[src/rtl/uart7_pkg.sv]
package uart7_pkg;

    localparam int unsigned WORD_W    = 7;
    localparam int unsigned FRAME_LEN = WORD_W + 3;
    localparam int unsigned RX_EMIT   = WORD_W + 1;

    typedef struct packed {
        logic              stop;
        logic              par;
        logic [WORD_W-1:0] data;
        logic              start;
    } frame_t;

    typedef enum logic [1:0] {
        RX_IDLE,
        RX_START,
        RX_BITS,
        RX_STOP
    } rx_state_e;

    function automatic int unsigned bit_clocks(int unsigned clk_hz, int unsigned baud);
        return clk_hz / baud;
    endfunction

    function automatic logic even_par(logic [WORD_W-1:0] w);
        return ^w;
    endfunction

    function automatic frame_t make_frame(logic [WORD_W-1:0] w);
        frame_t f;
        f.start = 1'b0;
        f.data  = w;
        f.par   = even_par(w);
        f.stop  = 1'b1;
        return f;
    endfunction

endpackage

[src/rtl/uart7_sync.sv]
module uart7_sync #(
    parameter logic RST_VAL = 1'b1
) (
    input  logic clk,
    input  logic rst,
    input  logic async_in,
    output logic sync_out
);
    logic stage1;

    always_ff @(posedge clk) begin
        if (rst) begin
            stage1   <= RST_VAL;
            sync_out <= RST_VAL;
        end else begin
            stage1   <= async_in;
            sync_out <= stage1;
        end
    end
endmodule

[src/rtl/uart7_tx.sv]
module uart7_tx
    import uart7_pkg::*;
#(
    parameter int unsigned BIT_CLKS = 10
) (
    input  logic              clk,
    input  logic              rst,
    input  logic [WORD_W-1:0] word,
    input  logic              load,
    output logic              ready,
    output logic              line
);
    localparam int unsigned CNT_W = $clog2(BIT_CLKS);
    localparam int unsigned BC_W  = $clog2(FRAME_LEN);
    localparam logic [CNT_W-1:0] CNT_LAST = CNT_W'(BIT_CLKS - 1);
    localparam logic [BC_W-1:0]  BIT_LAST = BC_W'(FRAME_LEN - 1);

    logic [FRAME_LEN-1:0] sreg;
    logic                 busy;
    logic [CNT_W-1:0]     clk_cnt;
    logic [BC_W-1:0]      bit_cnt;

    always_ff @(posedge clk) begin
        if (rst) begin
            sreg    <= '1;
            busy    <= 1'b0;
            clk_cnt <= '0;
            bit_cnt <= '0;
        end else if (!busy) begin
            if (load) begin
                sreg    <= make_frame(word);
                busy    <= 1'b1;
                clk_cnt <= '0;
                bit_cnt <= '0;
            end
        end else if (clk_cnt == CNT_LAST) begin
            clk_cnt <= '0;
            sreg    <= {1'b1, sreg[FRAME_LEN-1:1]};
            if (bit_cnt == BIT_LAST) begin
                busy <= 1'b0;
            end else begin
                bit_cnt <= bit_cnt + 1'b1;
            end
        end else begin
            clk_cnt <= clk_cnt + 1'b1;
        end
    end

    assign ready = !busy;
    assign line  = sreg[0];
endmodule

[src/rtl/uart7_rx.sv]
module uart7_rx
    import uart7_pkg::*;
#(
    parameter int unsigned BIT_CLKS = 10
) (
    input  logic clk,
    input  logic rst,
    input  logic line_s,
    output logic bit_out,
    output logic bit_valid,
    output logic frame_start
);
    localparam int unsigned CNT_W = $clog2(BIT_CLKS);
    localparam int unsigned IDX_W = $clog2(RX_EMIT);
    localparam logic [CNT_W-1:0] CNT_LAST  = CNT_W'(BIT_CLKS - 1);
    localparam logic [CNT_W-1:0] HALF_LAST = CNT_W'(BIT_CLKS / 2 - 1);
    localparam logic [IDX_W-1:0] IDX_LAST  = IDX_W'(RX_EMIT - 1);

    rx_state_e        state;
    logic [CNT_W-1:0] cnt;
    logic [IDX_W-1:0] idx;

    always_ff @(posedge clk) begin
        if (rst) begin
            state       <= RX_IDLE;
            cnt         <= '0;
            idx         <= '0;
            bit_out     <= 1'b1;
            bit_valid   <= 1'b0;
            frame_start <= 1'b0;
        end else begin
            bit_valid   <= 1'b0;
            frame_start <= 1'b0;
            unique case (state)
                RX_IDLE: begin
                    cnt <= '0;
                    if (!line_s) state <= RX_START;
                end
                RX_START: begin
                    if (cnt == HALF_LAST) begin
                        cnt <= '0;
                        if (!line_s) begin
                            state       <= RX_BITS;
                            frame_start <= 1'b1;
                            idx         <= '0;
                        end else begin
                            state <= RX_IDLE;
                        end
                    end else begin
                        cnt <= cnt + 1'b1;
                    end
                end
                RX_BITS: begin
                    if (cnt == CNT_LAST) begin
                        cnt       <= '0;
                        bit_out   <= line_s;
                        bit_valid <= 1'b1;
                        if (idx == IDX_LAST) state <= RX_STOP;
                        else                 idx   <= idx + 1'b1;
                    end else begin
                        cnt <= cnt + 1'b1;
                    end
                end
                RX_STOP: begin
                    if (cnt == CNT_LAST) begin
                        cnt   <= '0;
                        state <= RX_IDLE;
                    end else begin
                        cnt <= cnt + 1'b1;
                    end
                end
                default: state <= RX_IDLE;
            endcase
        end
    end
endmodule

[src/rtl/uart7_bitser.sv]
module uart7_bitser
    import uart7_pkg::*;
#(
    parameter int unsigned CLK_HZ = 50_000_000,
    parameter int unsigned BAUD   = 115_200
) (
    input  logic              clk,
    input  logic              rst,
    input  logic [WORD_W-1:0] tx_word,
    input  logic              tx_load,
    output logic              tx_ready,
    output logic              line_out,
    input  logic              line_in,
    output logic              rx_bit,
    output logic              rx_bit_valid,
    output logic              rx_frame_start
);
    localparam int unsigned BIT_CLKS = bit_clocks(CLK_HZ, BAUD);

    logic line_s;

    uart7_tx #(.BIT_CLKS(BIT_CLKS)) u_tx (
        .clk   (clk),
        .rst   (rst),
        .word  (tx_word),
        .load  (tx_load),
        .ready (tx_ready),
        .line  (line_out)
    );

    uart7_sync #(.RST_VAL(1'b1)) u_sync (
        .clk      (clk),
        .rst      (rst),
        .async_in (line_in),
        .sync_out (line_s)
    );

    uart7_rx #(.BIT_CLKS(BIT_CLKS)) u_rx (
        .clk         (clk),
        .rst         (rst),
        .line_s      (line_s),
        .bit_out     (rx_bit),
        .bit_valid   (rx_bit_valid),
        .frame_start (rx_frame_start)
    );
endmodule

[config.mk]
export PLATFORM = sky130hd
export DESIGN_NAME = uart7_bitser
export DESIGN_NICKNAME = d
export VERILOG_FILES = /design/src/rtl/uart7_pkg.sv /design/src/rtl/uart7_sync.sv /design/src/rtl/uart7_tx.sv /design/src/rtl/uart7_rx.sv /design/src/rtl/uart7_bitser.sv
export SDC_FILE = /design/constraint.sdc
export NUM_CORES = 1
export LEC_CHECK = 0
export BUFFER_PORTS_ARGS = -buffer_cell sky130_fd_sc_hd__clkbuf_2
export CORE_MARGIN = 1
export CORE_UTILIZATION = 64
export DETAILED_ROUTE_END_ITERATION = 7
export HOLD_SLACK_MARGIN = 0.1
export PLACE_DENSITY = 0.84
export SYNTH_ARGS = -nofsm -noshare
export SYNTH_HDL_FRONTEND = slang
export SYNTH_HIERARCHICAL = 1
export SYNTH_SLANG_ARGS = --single-unit
export TNS_END_PERCENT = 20
[constraint.sdc]
create_clock -name clk -period 3.9 [get_ports clk]
set_input_delay 0.585 -clock clk [delete_from_list [all_inputs] [get_ports clk]]
set_output_delay 0.585 -clock clk [all_outputs]
set_load 0.01 [all_outputs]
After elaboration in Yosys (flattened, before gate mapping)

Index checks and enable logic that the tools add are counted.

Bits in registers: 43
Bits of input ports: 11
Output and inout port bits: 5
Word-level logic and storage cells: 80

$add $sub $neg: 4
Equal/unequal tests: 17
Mux-type cells: 31
Bitwise gates (word level): 3
Reductions and logical operators: 13

Operator list:

| kind                | number |
|---|---|
| $mux 9              | 5 |
| $mux 10             | 3 |
| $pmux 9 s3          | 1 |
| $add 9x1->9 const B | 2 |
| $eq 9x9->1 const B  | 2 |
| $mux 4              | 4 |
| $mux 2              | 6 |
| $mux 3              | 4 |
| $ne 2x2->1 const B  | 5 |
| $reduce_and 5->1    | 2 |
| $eq 9x8->1 const B  | 1 |
| $ne 2x1->1 const B  | 4 |
| $pmux 2 s4          | 1 |
| $reduce_xor 7->1    | 1 |
| $mux 1              | 6 |
| $pmux 3 s2          | 1 |
| $add 4x1->4 const B | 1 |
| $eq 2x2->1 const B  | 2 |
| $eq 4x4->1 const B  | 1 |
| $reduce_and 2->1    | 2 |
| $reduce_bool 2->1   | 2 |
| $reduce_or 2->1     | 2 |
| $add 3x1->3 const B | 1 |
| $eq 3x3->1 const B  | 1 |
| other kinds (6)     | 8 |

Logic depth before layout (Yosys ltp)

Word-level depth: 4
Depth in mapped cells: 7
Gate-level depth less buffers: 6

Hierarchy

Netlist, hierarchy kept.

Modules (own cells, without submodules):

| module     | instances | cells an instance | area an instance (um^2) | sequential area each (um^2) |
|---|---|---|---|---|
| uart7_tx   | 1         | 131               | 1266.2                  | 460.4 |
| uart7_rx   | 1         | 90                | 834.6                   | 340.3 |
| uart7_sync | 1         | 4                 | 52.6                    | 40.0 |

Worst setup path after synthesis

No wires, ideal clock.

Path type: reg-to-reg
Start: reg u_tx.clk_cnt[1]
End: reg u_tx.sreg[5]
Arrival: 1571 ps
Data required time: 3783 ps
Path slack: 2212 ps
Cell stages (with the launch flop): 8
Path through: dfxtp_1 inv_1 ha_1 and4b_4 a31oi_4 buf_2 mux2i_1 nand2b_1

Cells in the longest elaborated chain, start to end: 3

Ends and longest elaborated chain:

| what                       | RTL line       | text |
|---|---|---|
| from (decl)                | uart7_tx.sv:20 | `logic [CNT_W-1:0] clk_cnt;` |
| from (signal assigned)     | uart7_tx.sv:45 | `clk_cnt <= clk_cnt + 1'b1;` |
| $eq 9x9->1                 | uart7_tx.sv:36 | `end else if (clk_cnt == CNT_LAST) begin` |
| $ne 2x2->1 (no line)       | n/a            |  |
| $reduce_and 2->1 (no line) | n/a            |  |
| to (signal assigned)       | uart7_tx.sv:31 | `sreg <= make_frame(word);` |
| to (signal assigned)       | uart7_tx.sv:38 | `sreg <= {1'b1, sreg[FRAME_LEN-1:1]};` |
| to (decl)                  | uart7_tx.sv:18 | `logic [FRAME_LEN-1:0] sreg;` |

Every way passes these cells.
A chain may end at the register's enable or synchronous reset.

Worst setup path after layout

Start: reg u_tx.busy
End: out tx_ready

Cells in the longest elaborated chain, start to end: 1

Ends and longest elaborated chain:

| what                   | RTL line           | text |
|---|---|---|
| from (decl)            | uart7_tx.sv:19     | `logic busy;` |
| from (signal assigned) | uart7_tx.sv:26     | `busy <= 1'b0;` |
| from (signal assigned) | uart7_tx.sv:32     | `busy <= 1'b1;` |
| from (signal assigned) | uart7_tx.sv:40     | `busy <= 1'b0;` |
| $logic_not 1->1        | uart7_tx.sv:49     | `assign ready = !busy;` |
| to (decl)              | uart7_bitser.sv:11 | `output logic tx_ready,` |

Every way passes these cells.

==> results.md <==
Critical path:
- The buffering stage count on the worst path with inverters included is 2.
- Of all nets on the critical path, the largest fanout is 17.
- The critical path in this run is classified as reg2out.
- The slowest stage cell on the critical path is dfxtp_1.
- Traced cell by cell, the critical path runs through inv_1 -> clkbuf_2.
- The startpoint class of the critical path is a flop.
- Data on the critical path arrives at its endpoint at 1550 ps.
- The gate family responsible for the most delay along the worst path is flip-flops.
- The delay of the slowest critical-path stage is roughly 750 ps.
- The type of element capturing the critical path is a primary output.
- STA puts the critical path data required time at about 3300 ps.

Flow run:
- The reported max-cap violation count is 0.

Clock network:
- Clock tree synthesis found a total of 42 sinks.
- The hold buffer count at cts is 0.
- The number of clock buffers added by TritonCTS is 5.
- The post-CTS setup repair buffer count is 0.
- The cell sitting at the root of the clock tree is a clkbuf_4.
- The longest clock path from root to sink contains 2 buffers.
- The number of H-tree levels is 2.
- The post-cts resize count is 0.
- Clock latency on the worst-skew pair, taken at its later pin, is ~350 ps.
- After clock tree synthesis, the clock-pin slew on the worst setup and hold paths is 120 ps.
- TritonCTS built the clock tree.

STA:
- The hold violation total from the final report is 0.
- For the final database, setup skew stands at 9.69 ps.
- In the final timing run, aggregate negative setup slack is 0 ps.
- Setup repair after global routing left no endpoint under its margin.
- At the pin with the least slew margin, the transition time is approximately 650 ps.
- The remaining max-slew budget at the tightest pin is 0.567.
- The final count of pins violating max slew is 0.
- Dividing the final minimum period by the clock period gives 0.547.
- The worst path needs roughly 2100 ps of the cycle, external delays included.
- Setup violations remaining at the end of the flow were counted as 0.
- The fmax is 469 MHz.

Finish:
- The number of fill cells is around 220.
- The register area is 841 um2.
- 0 antenna diodes ended up in the layout.
- Once layout is done, the placed cells without fillers occupy 2300 um2.
- Summing all multi-input logic gate instances after layout gives between 1000 and 1500 um2.
- In the final layout, the share of cells above drive strength 1 is 0.180.
- For this run, the post-layout net count is 258.
- The area growth from synthesis to layout is 6.91%.

Route:
- For this block, the routed nets add up to 3730 um of wire.
- The post-detailed-route wirelength per cell is about 13 um.
- The number of nets with antenna violations after routing is 0.
- The mean number of vias per cell is just under 6.
- For this block, the via count after detailed routing is ~1,600.
- The number of remaining DRC errors is 0.
- In this run, the number of DRC markers left after iteration 0 of detailed routing was 58.
- The first TritonRoute pass finished after 4 iterations.

Synthesis:
- The post-synth net total is ~250.
- The share of the Yosys chip area taken by registers is 0.390.
- The synthesized netlist contains 48 unique library cells.
- The leading register cell type out of synthesis is dfxtp_1.
- The combined area of all synthesized cells is roughly 2200 um2.
- The number of flops mapped to enable cells by yosys is 0.
- Yosys printed 6 warnings.
- Synthesis handed over a netlist of 225 instances.
- The average footprint of a synthesized cell is 9.57 um2.
- The share of async-settable or async-resettable flops after synthesis is 0.
- Counting flops and latches in the post-synthesis netlist gives 42.

Pwr:
- The peak supply drop is 0.268 mV.
- Summing internal, switching and leakage power gives about 750 uW.
- The clock network power share is 0.305.
- The internal power is roughly 560 uW.
- Dividing total power by cell area gives a power density of ~320 nW/um2.
- In this run the power spent charging and discharging nets is about 190 uW.
- Of the total power, the share spent switching nets is 0.250.
- The part of the power in registers is 0.602.
- The cell leakage power is ~0.84 nW.
- The combinational group share of total power is 0.093.

Placement:
- Port buffering added 15 buffers.
- At the end of routability-driven placement, the weighted congestion stood at slightly below 0.8.
- The wire-length estimate of the detail-placed layout is roughly 2600 um.
- The standard cell area after detailed placement is between 2000 and 2500 um2.

Outcome:
- The run finished with clean final reports.

Die:
- The placement row count is 20.
- The die height is 60.0 um.
- The width of the die is approximately 60 um.
- The overall die area is 3600 um2.
- The total I/O pin count is 16.
- The initial cell density of the core is 0.688.
- In this run the standard cell core region covers 3130 um2.

Hold path:
- The class of the tightest hold or removal check is in2reg.

GRT:
- The initial antenna violation count was 0.
- The first-pass GRT wire length is between 6000 and 7000 um.
- The overall fraction of global-route tracks in use is 0.244.
- For this run the aggregate overflow at the end of global routing stands at 0.
- The number of global-route vias before repair is 1,470.
- The largest net degree at the start of global routing is 36.
## synth_stat cells (2+ instances only)
| cell type | instances | share of area |
|---|---|---|
| nand3_1 | 10 | 0.023 |
| clkbuf_1 | 2 | 0.0035 |
| xor2_1 | 3 | 0.012 |
| a311o_1 | 2 | 0.0093 |
| ha_1 | 9 | 0.052 |
| nand4b_1 | 3 | 0.012 |
| nor2b_1 | 2 | 0.0058 |
| o21ai_0 | 4 | 0.0093 |
| mux2_2 | 7 | 0.037 |
| inv_1 | 10 | 0.017 |
| and3_1 | 3 | 0.0087 |
| mux2i_1 | 9 | 0.042 |
| buf_2 | 3 | 0.0070 |
| xnor2_1 | 10 | 0.041 |
| buf_1 | 3 | 0.0052 |
| nand2_1 | 12 | 0.021 |
| a41oi_1 | 6 | 0.024 |
| nand2b_1 | 12 | 0.035 |
| a311oi_1 | 8 | 0.033 |
| nor3_1 | 5 | 0.012 |
| or2_1 | 2 | 0.0058 |
| a21oi_1 | 12 | 0.028 |
| dfxtp_1 | 42 | 0.39 |
| nor2_1 | 21 | 0.037 |
| a31oi_1 | 2 | 0.0058 |
## stage by stage
| stage | setup slack [ps] | utilization | hold slack, ps | std cells |
|---|---|---|---|---|
| 2_1_floorplan | 2210 | - | 385 | 225 |
| 3_3_place_gp | 1960 | 0.716 | 410 | 275 |
| 3_5_place_dp | 1930 | 0.716 | 405 | 275 |
| 4_1_cts | 1770 | 0.736 | 387 | 283 |
| 5_1_grt | 1600 | 0.736 | 375 | 283 |
| 6_report | 1770 | 0.736 | 405 | 283 |
## state kept, by name, summed over array words and instances (netlist names), named ones only
name and cells:
u_rx/bit_out 1, u_rx/bit_valid 1, u_rx/cnt 9, u_rx/frame_start 1, u_rx/idx 3, u_rx/state 1
u_sync/stage1 1, u_sync/sync_out 1, u_tx/bit_cnt 4, u_tx/busy 1, u_tx/clk_cnt 9, u_tx/sreg 9
## power by group through the flow
stage / combinational [mW] / clock (mW) / sequential (mW)
after floorplan: 0.0573 / 0 / 0.454
after global placement: 0.0673 / 0 / 0.458
after detailed placement: 0.0693 / 0 / 0.459
after CTS: 0.0694 / 0.235 / 0.449
after global routing: 0.0780 / 0.253 / 0.451
final: 0.0691 / 0.228 / 0.450
## worst paths after layout
kind | start | to | slack, ps | cells past startpoint
worst max register to register | u_tx/busy | u_tx/clk_cnt[4] | 1870 | 4
worst min-delay path | line_in | u_sync/stage1 | 400 | 2
worst min register to register | u_sync/stage1 | u_sync/sync_out | 430 | 1
worst max-delay path | u_tx/busy | tx_ready | 1770 | 2
## routing by layer
metal  GRT usage  vias to the layer above  wire, um
met5           0                        -         0
met4      0.0864                        0        48
met3      0.0671                        6       123
met2       0.402                       27      1770
met1       0.304                      759      1790
li1            -                      848         -
## logic make-up (layout without fill, tap and decap cells)
family	count (synthesis)	count (layout)	share of synthesized area
AND/OR/NAND/NOR	83	83	0.236
buffers and inverters	19	33	0.0384
multiplexers	16	16	0.0784
XOR/XNOR	13	13	0.0529
adder cells (fa/ha/maj)	9	9	0.0523
AO/OA/AOI/OAI	43	43	0.152
flip-flops	42	42	0.390
## area by class of cell
type,count,share of cell area
Clock buffer,6,0.0223
Clock inverter,2,0.00543
Inverter,10,0.0163
Multi-Input combinational cell,164,0.534
Sequential cell,42,0.365
Tap cell,44,0.0239
Timing Repair Buffer,15,0.0326
## layout by cell type, fill, tap and decap left out, types with 4 or more instances in the layout
cell type and count:
ha_1 9, nand2_1 12, mux2i_1 9, nor3_1 5, dfxtp_1 42, a21oi_1 12
nand2b_1 12, xnor2_1 10, clkbuf_2 15, a311oi_1 8, a41oi_1 6, nand3_1 10
mux2_2 7, clkbuf_4 5, o21ai_0 4, inv_1 10, nor2_1 21
(Power assumes the default switching activity.)
